==> config.mk <==
export PLATFORM = sky130hd
export DESIGN_NAME = evq_record_writer
export DESIGN_NICKNAME = d
export VERILOG_FILES = /design/src/rtl/evq_pkg.sv /design/src/rtl/evq_rst_sync.sv /design/src/rtl/evq_ptr_math.sv /design/src/rtl/evq_drop_counter.sv /design/src/rtl/evq_ctrl.sv /design/src/rtl/evq_record_writer.sv
export SDC_FILE = /design/constraint.sdc
export NUM_CORES = 1
export LEC_CHECK = 0
export BUFFER_PORTS_ARGS = -buffer_cell sky130_fd_sc_hd__buf_4
export CORE_MARGIN = 2
export CORE_UTILIZATION = 50
export CTS_BUF_LIST = sky130_fd_sc_hd__clkbuf_2 sky130_fd_sc_hd__clkbuf_4 sky130_fd_sc_hd__clkbuf_8
export DETAILED_ROUTE_END_ITERATION = 10
export GPL_TIMING_DRIVEN = 0
export PLACE_DENSITY = 0.86
export SLEW_MARGIN = 20
export SYNTH_ARGS = -nofsm -noshare
export SYNTH_HDL_FRONTEND = slang
export SYNTH_SLANG_ARGS = --single-unit
==> constraint.sdc <==
create_clock -name clk -period 5.8 [get_ports clk]
set_input_delay 0.58 -clock clk [delete_from_list [all_inputs] [get_ports clk]]
set_output_delay 0.58 -clock clk [all_outputs]
set_load 0.03 [all_outputs]
==> src/rtl/evq_pkg.sv <==
package evq_pkg;
  typedef enum logic [1:0] {
    ST_IDLE  = 2'd0,
    ST_ISSUE = 2'd1,
    ST_WAIT  = 2'd2
  } evq_state_e;
endpackage

==> src/rtl/evq_rst_sync.sv <==
module evq_rst_sync #(
  parameter int STAGES = 2
) (
  input  logic clk,
  input  logic rst_n,
  output logic rst_sync_n
);
  logic [STAGES-1:0] sync_q;

  always_ff @(posedge clk or negedge rst_n) begin
    if (!rst_n) sync_q <= '0;
    else        sync_q <= {sync_q[STAGES-2:0], 1'b1};
  end

  assign rst_sync_n = sync_q[STAGES-1];
endmodule

==> src/rtl/evq_ptr_math.sv <==
module evq_ptr_math #(
  parameter int IDX_W = 3
) (
  input  logic [IDX_W:0] prod,
  input  logic [IDX_W:0] cons,
  output logic           ring_empty,
  output logic           ring_full,
  output logic [IDX_W:0] prod_next
);
  logic same_idx;
  logic same_wrap;

  always_comb begin
    same_idx   = (prod[IDX_W-1:0] == cons[IDX_W-1:0]);
    same_wrap  = (prod[IDX_W] == cons[IDX_W]);
    ring_empty = same_idx && same_wrap;
    ring_full  = same_idx && !same_wrap;
    prod_next  = prod + {{IDX_W{1'b0}}, 1'b1};
  end
endmodule

==> src/rtl/evq_drop_counter.sv <==
module evq_drop_counter #(
  parameter int CNT_W = 8
) (
  input  logic             clk,
  input  logic             rst_n,
  input  logic             bump,
  output logic [CNT_W-1:0] count
);
  localparam logic [CNT_W-1:0] CNT_MAX = '1;

  logic [CNT_W-1:0] count_d;
  logic             count_en;

  always_comb begin
    count_en = bump && (count != CNT_MAX);
    count_d  = count + {{(CNT_W-1){1'b0}}, 1'b1};
  end

  always_ff @(posedge clk or negedge rst_n) begin
    if (!rst_n)        count <= '0;
    else if (count_en) count <= count_d;
  end

  a_r3_drop_step: assert property (@(posedge clk) disable iff (!rst_n)
    !$stable(count) |-> (count == $past(count) + 1'b1) && $past(bump));
  a_r3_drop_sat: assert property (@(posedge clk) disable iff (!rst_n)
    ($past(count) == CNT_MAX) |-> (count == CNT_MAX));
endmodule

==> src/rtl/evq_ctrl.sv <==
module evq_ctrl
  import evq_pkg::*;
(
  input  logic clk,
  input  logic rst_n,
  input  logic evt_valid,
  input  logic ring_on,
  input  logic ring_empty,
  input  logic ring_full,
  input  logic rsp_valid,
  input  logic rsp_err,
  output logic evt_ready,
  output logic capture,
  output logic issue,
  output logic advance,
  output logic drop_full,
  output logic irq
);
  evq_state_e state_q, state_d;
  logic       was_empty_q;
  logic       irq_d;
  logic       accept;

  always_comb begin
    evt_ready = (state_q == ST_IDLE);
    accept    = evt_valid && evt_ready;
    capture   = accept && ring_on && !ring_full;
    drop_full = accept && ring_on && ring_full;
    issue     = (state_q == ST_ISSUE);
    advance   = (state_q == ST_WAIT) && rsp_valid && !rsp_err;
    irq_d     = advance && was_empty_q;
    state_d   = state_q;
    unique case (state_q)
      ST_IDLE:  if (capture)   state_d = ST_ISSUE;
      ST_ISSUE:                state_d = ST_WAIT;
      ST_WAIT:  if (rsp_valid) state_d = ST_IDLE;
      default:                 state_d = ST_IDLE;
    endcase
  end

  always_ff @(posedge clk or negedge rst_n) begin
    if (!rst_n) begin
      state_q     <= ST_IDLE;
      was_empty_q <= 1'b0;
      irq         <= 1'b0;
    end else begin
      state_q <= state_d;
      irq     <= irq_d;
      if (capture) was_empty_q <= ring_empty;
    end
  end

  a_r4_req_single: assert property (@(posedge clk) disable iff (!rst_n)
    issue |=> !issue);
  a_r4_req_after_accept: assert property (@(posedge clk) disable iff (!rst_n)
    capture |=> issue);
  a_r8_busy_not_ready: assert property (@(posedge clk) disable iff (!rst_n)
    issue |-> !evt_ready);
  a_r7_irq_single: assert property (@(posedge clk) disable iff (!rst_n)
    irq |=> !irq);
  a_r6_no_irq_on_err: assert property (@(posedge clk) disable iff (!rst_n)
    (rsp_valid && rsp_err) |=> !irq);
  a_r9_discard_ready: assert property (@(posedge clk) disable iff (!rst_n)
    (accept && !capture) |=> evt_ready);
endmodule

==> src/rtl/evq_record_writer.sv <==
module evq_record_writer #(
  parameter int IDX_W  = 3,
  parameter int ADDR_W = 32,
  parameter int REC_W  = 64,
  parameter int CNT_W  = 8
) (
  input  logic              clk,
  input  logic              rst_n,
  input  logic              ring_on,
  input  logic [ADDR_W-1:0] ring_base,
  input  logic [IDX_W:0]    cons_ptr,
  input  logic              evt_valid,
  output logic              evt_ready,
  input  logic [REC_W-1:0]  evt_data,
  output logic              mem_req,
  output logic [ADDR_W-1:0] mem_addr,
  output logic [REC_W-1:0]  mem_wdata,
  input  logic              mem_rsp_valid,
  input  logic              mem_rsp_err,
  output logic [IDX_W:0]    prod_ptr,
  output logic              evq_irq,
  output logic [CNT_W-1:0]  drop_cnt
);
  localparam int ENT_BYTES = REC_W / 8;
  localparam int ENT_SH    = $clog2(ENT_BYTES);

  logic              rst_sync_n;
  logic              ring_empty, ring_full;
  logic [IDX_W:0]    prod_next;
  logic              capture, advance, drop_full;
  logic [ADDR_W-1:0] slot_addr;

  evq_rst_sync #(.STAGES(2)) u_rst (
    .clk(clk), .rst_n(rst_n), .rst_sync_n(rst_sync_n)
  );

  evq_ptr_math #(.IDX_W(IDX_W)) u_ptr (
    .prod(prod_ptr), .cons(cons_ptr),
    .ring_empty(ring_empty), .ring_full(ring_full), .prod_next(prod_next)
  );

  evq_ctrl u_ctrl (
    .clk(clk), .rst_n(rst_sync_n),
    .evt_valid(evt_valid), .ring_on(ring_on),
    .ring_empty(ring_empty), .ring_full(ring_full),
    .rsp_valid(mem_rsp_valid), .rsp_err(mem_rsp_err),
    .evt_ready(evt_ready), .capture(capture), .issue(mem_req),
    .advance(advance), .drop_full(drop_full), .irq(evq_irq)
  );

  evq_drop_counter #(.CNT_W(CNT_W)) u_drop (
    .clk(clk), .rst_n(rst_sync_n), .bump(drop_full), .count(drop_cnt)
  );

  always_comb begin
    slot_addr = ring_base + (ADDR_W'(prod_ptr[IDX_W-1:0]) << ENT_SH);
  end

  always_ff @(posedge clk or negedge rst_sync_n) begin
    if (!rst_sync_n) begin
      prod_ptr  <= '0;
      mem_addr  <= '0;
      mem_wdata <= '0;
    end else begin
      if (advance) prod_ptr <= prod_next;
      if (capture) begin
        mem_addr  <= slot_addr;
        mem_wdata <= evt_data;
      end
    end
  end

  a_r5_prod_step: assert property (@(posedge clk) disable iff (!rst_sync_n)
    !$stable(prod_ptr) |-> (prod_ptr == $past(prod_ptr) + 1'b1));
  a_r5_prod_only_on_ok: assert property (@(posedge clk) disable iff (!rst_sync_n)
    !$stable(prod_ptr) |-> $past(mem_rsp_valid && !mem_rsp_err));
  a_r2_off_no_req: assert property (@(posedge clk) disable iff (!rst_sync_n)
    (evt_valid && evt_ready && !ring_on) |=> !mem_req);
  a_r3_full_no_req: assert property (@(posedge clk) disable iff (!rst_sync_n)
    (evt_valid && evt_ready && ring_full) |=> !mem_req);
endmodule

* Yosys cells after proc, flatten, opt, wreduce, memory -nomap -nowiden *
Index checks and enable logic that the tools add are counted.

storage, ports and cells
  input bits = 106
  bits in registers = 114
  output and inout port bits = 111
  logic and storage cells = 36

operators by class
  add/sub/neg operators = 3
  reduce and logical (&&, ||, !) cells = 15
  mux-type cells = 3
  equal/unequal tests = 7

operators by type and width
  cell                 count
  $add 32x6->32        1
  $logic_and 1x1->1    10
  $add 8x1->8 const B  1
  $ne 8x8->1 const B   1
  $pmux 2 s3           1
  $add 4x1->4 const B  1
  $mux 2               2
  $eq 3x3->1           1
  $logic_not 1->1      3
  $eq 2x1->1 const B   1
  $eq 2x2->1 const B   1
  $logic_not 2->1      1
  $ne 2x1->1 const B   1
  $ne 2x2->1 const B   1
  $reduce_and 2->1     1
  $eq 1x1->1           1

* Depth between registers and ports, before layout *
  depth in word-level cells = 7
  mapped depth = 8
  gate-level depth less buffers = 7

* Hierarchy *
A second synthesis with hierarchy kept.

second synthesis, totals
  cells, all modules = 399
  area total of the unflattened synthesis = 5,073.6 um^2

by module, submodules not included
  module             instances  seq. area each (um^2)  cells each  area each (um^2)
  evq_record_writer  1          2,502.4                337         4,312.9
  evq_drop_counter   1          200.2                  34          407.9
  evq_ctrl           1          100.1                  14          197.7
  evq_ptr_math       1          0.0                    11          101.3
  evq_rst_sync       1          50.0                   3           53.8

* Least setup slack after synthesis *
Ideal clock, no wire load.

  kind = flip-flop to flip-flop
  start = register prod_ptr[0]
  end = register mem_addr[29]
  period minus slack after synthesis = 2,085 ps
  library setup time = 76 ps
  buffers on the path = 0
  cell stages (with the launch flop) = 8
  required time = 5,724 ps
  setup slack = 3,715 ps
  arrival = 2,009 ps
  path through = dfrtp_1 ha_1 fa_1 a21o_1 nor4b_4 nand4_1 xor2_1 o21ai_1

on the way
  word-level cells in the longest chain between the ends = 4
  elaborated cells between the ends (all ways) = 5
  those cells by class = 1 x add/sub; 1 x eq/ne; 3 x reduce/logical

RTL lines
  element                                                                line                     source
  from (decl)                                                            evq_record_writer.sv:20  output logic [IDX_W:0] prod_ptr,
  from (signal assigned)                                                 evq_record_writer.sv:65  if (advance) prod_ptr <= prod_next;
  parallel branches: the longest is 4 deep, another holds $add 32x6->32  --
  to (signal assigned)                                                   evq_record_writer.sv:67  mem_addr <= slot_addr;
  to (decl)                                                              evq_record_writer.sv:16  output logic [ADDR_W-1:0] mem_addr,

Parallel ways; which one is timed is not known.
A chain may end at the register's enable or synchronous reset.

* Final worst setup path *
Same ends and word-level chain as after synthesis.

==> flow_summary.yaml <==
setup_path:
  critPathSlowestCell: "nor4b_4"
  worst_setup_path_start_kind: "flip-flop"
  rr_worst_depth: 7
  crit_path_start: "prod_ptr[0]"
  crit_type: "flip-flop to flip-flop"
  crit_fanout: 9
  end_kind: "flip-flop"
  critical_path.max_stage_delay_ps: 520
  worstPathCellList: "ha_1 > fa_1 > a21o_1 > nor4b_4 > nand4_1 > xor2_1 > o21ai_1"
  r2r-start: "prod_ptr[0]"
  critical_path_required_ps: 6100
  worstPathArrival_ps: 2590
status:
  outcome: "completed"
logic_synthesis:
  synth-simple-area-share_pct: 26.7
  synth_top_family_by_area: "simple AND/OR/NAND/NOR gates"
  synth_top_area_share_pct: 56.7
  synth_seq_cells: 114
  synth_area_leader_cell: "dfrtp_1"
  synth_common_cells: "nand2_1, dfrtp_1, o21ai_1, xor2_1, nand3_1"
  syn_inst: 526
  ys.flop_type: "dfrtp_1"
  syn-num-nets: 638
  synth-compound-area-share_pct: 3.53
  ys_async_sr_fraction_pct: 100
  muxShareOfSynthArea_pct: 0.448
  synth_area_um2: 5030
  synth_cell_types: 42
  synthTopCellsByArea: "dfrtp_1, nand2_1, xor2_1"
  ys.warnings.count: 0
  synth_edf_count: 0
  synth_fa_ha_area_share_pct: 1.64
  synth_most_common_cell: "nand2_1"
  yosysSeqAreaShare_pct: 56.7
  synth_xor_area_share_pct: 6.94
  avgSynthCellArea_um2: 9.56
grt:
  grt_use_total_pct: 25.6
  grt_pass1_vias: 4534
  grt_max_degree: 59
  overflow: 0
  grt_pass1_wl_um: 22000
  grt_antenna_before_repair: 0
sta:
  period_share_pct: 39.6
  slew_headroom_pct: 42.1
  setup_tns_ps: 0
  hold_violations: 0
  worstMarginPinSlew_ps: 858
  min_period_ps: 2290
  final_max_slew_viol_count: 0
  rsz0062_at_grt: "false"
  fin_skew_ps: 10.1
  finalSetupViolCount: 0
  fmax_mhz: 436
finish:
  syn_to_final_growth_pct: 45.1
  nets: 875
  nFillCells: 669
  num_antenna_cells: 0
  drive_gt1_share_pct: 36.3
  register_area_um2: 2860
  multiInputGateArea_um2: 1980
  layoutNonFillerInstCount: 909
floorplanning:
  die_x_um: 104
  die_area_um2: 10900
  row_count: 36
  die_y_um: 104
  start_util_pct: 51.4
  core_um2: 9770
  ios: 217
route:
  met1_length_um: 5300
  top_layer: "met4"
  via_count: 4550
  met3_length_um: 1100
  wirelength_um: 13600
  first_iter_violations: 283
  drc: 0
  viasPerCell: 5.01
  wl_per_cell_um: 15.0
  antenna_left: 0
  firstDrtPassIters: 5
  route.met2.wl_um: 7090
clock_network:
  clk_pin_slew_ps: 70
  post_cts_resized: 0
  clk-insertion-delay-late_ps: 420
  clk_root_buffer_cell: "clkbuf_8"
  cts_num_sinks: 114
  cts.path.max_buffers: 2
  cts_tree: "yes"
  htree_levels: 4
  cts_buffers: 17
placement:
  dp_hpwl_um: 10300
  port_buffers: 216
  dp_cells: 876
  place.gp.congestion: 0.848
hold_path:
  worstHoldStart: "evt_data[38]"
  worstHoldPathCells: 3
  hold_class: "input port to flip-flop"
pwr:
  p_per_area_nw_per_um2: 507
  ir_worst_vdd_mv: 0.294
  p_leak_uw: 0.00390
flow_run:
  maxCapViolCount: 0
==> report_power, final <==
part           internal, uW  switching [uW]
Clock                   497             309
Sequential             1080             198
Combinational           601            1010
==> area by class of cell <==
type | instances | area share (%)
plain buffers | 22 | 2.54
flip-flops and latches | 114 | 39.2
multi-input cells | 388 | 27.1
repair buffers | 218 | 22.7
well taps | 133 | 2.28
clock buffers | 22 | 3.81
clock inverters | 10 | 2.18
inverters | 2 | 0.137
==> state kept, by name (all words and copies together), names as in the netlist <==
register	flops
u_rst.sync_q	2
prod_ptr	4
u_drop.count	8
u_ctrl.irq	1
u_ctrl.state_q	2
mem_addr	32
mem_wdata	64
u_ctrl.was_empty_q	1
==> worst max-delay path, delay by kind of cell, from the launching register on <==
family / cells / cell delay [ps]
AO/OA/AOI/OAI: 2 / 320
XOR/XNOR: 1 / 200
adder cells (fa/ha/maj): 2 / 470
flip-flops: 1 / 480
AND/OR/NAND/NOR: 2 / 700
==> routing by layer <==
layer  vias to the layer above  track usage (%)
met1                      2181             29.9
met5                         -                0
met2                       182             44.3
met4                         0             6.76
li1                       2169                -
met3                        18             9.71
==> what timing repair did <==
action                                 4_1_cts  5_1_grt
hold buffers                                 1        0
setup buffers                                0        0
endpoints found under the hold margin        2        0
==> worst paths after layout <==
check	to	slack, ps
setup reg to reg	mem_addr[29]	3510
hold reg to reg	u_rst.sync_q[1]	350
max in group asynchronous	mem_addr[4]	4670
hold / removal	mem_wdata[38]	340
setup / recovery	mem_addr[29]	3510
min in group asynchronous	mem_wdata[20]	400
==> stage by stage <==
stage	setup WS (ps)	area [um^2]	hold WS [ps]	power [uW]	utilization, %
detailed placement	3400	6850	336	2910	70.0
floorplan	2390	5030	284	2220	-
finish	3510	7290	344	3700	74.6
global route	3330	7290	319	3890	74.6
global placement	1340	6820	337	2860	69.7
CTS	3490	7290	315	3730	74.6
==> kinds of logic (layout without fill, tap and decap cells) <==
group	after synthesis	in the layout
other	1	1
multiplexers	2	2
AO/OA/AOI/OAI	33	33
adder cells (fa/ha/maj)	6	6
buffers and inverters	24	274
AND/OR/NAND/NOR	307	307
XOR/XNOR	39	39
flip-flops	114	114
==> placed cells by master, fill, tap and decap left out, types with 4 or more instances in the layout <==
| master | netlist | final |
|---|---|---|
| buf_6 | 8 | 8 |
| clkbuf_4 | 0 | 4 |
| clkbuf_8 | 0 | 18 |
| bufinv_16 | 0 | 4 |
| nand4_1 | 14 | 14 |
| nand2_1 | 238 | 238 |
| nor2_1 | 7 | 7 |
| o21ai_1 | 25 | 25 |
| ha_1 | 5 | 5 |
| xnor2_1 | 13 | 13 |
| nand3_1 | 17 | 17 |
| and3_1 | 11 | 11 |
| xor2_1 | 25 | 25 |
| dfrtp_1 | 114 | 113 |
| buf_4 | 11 | 227 |
(Power assumes the default switching activity.)
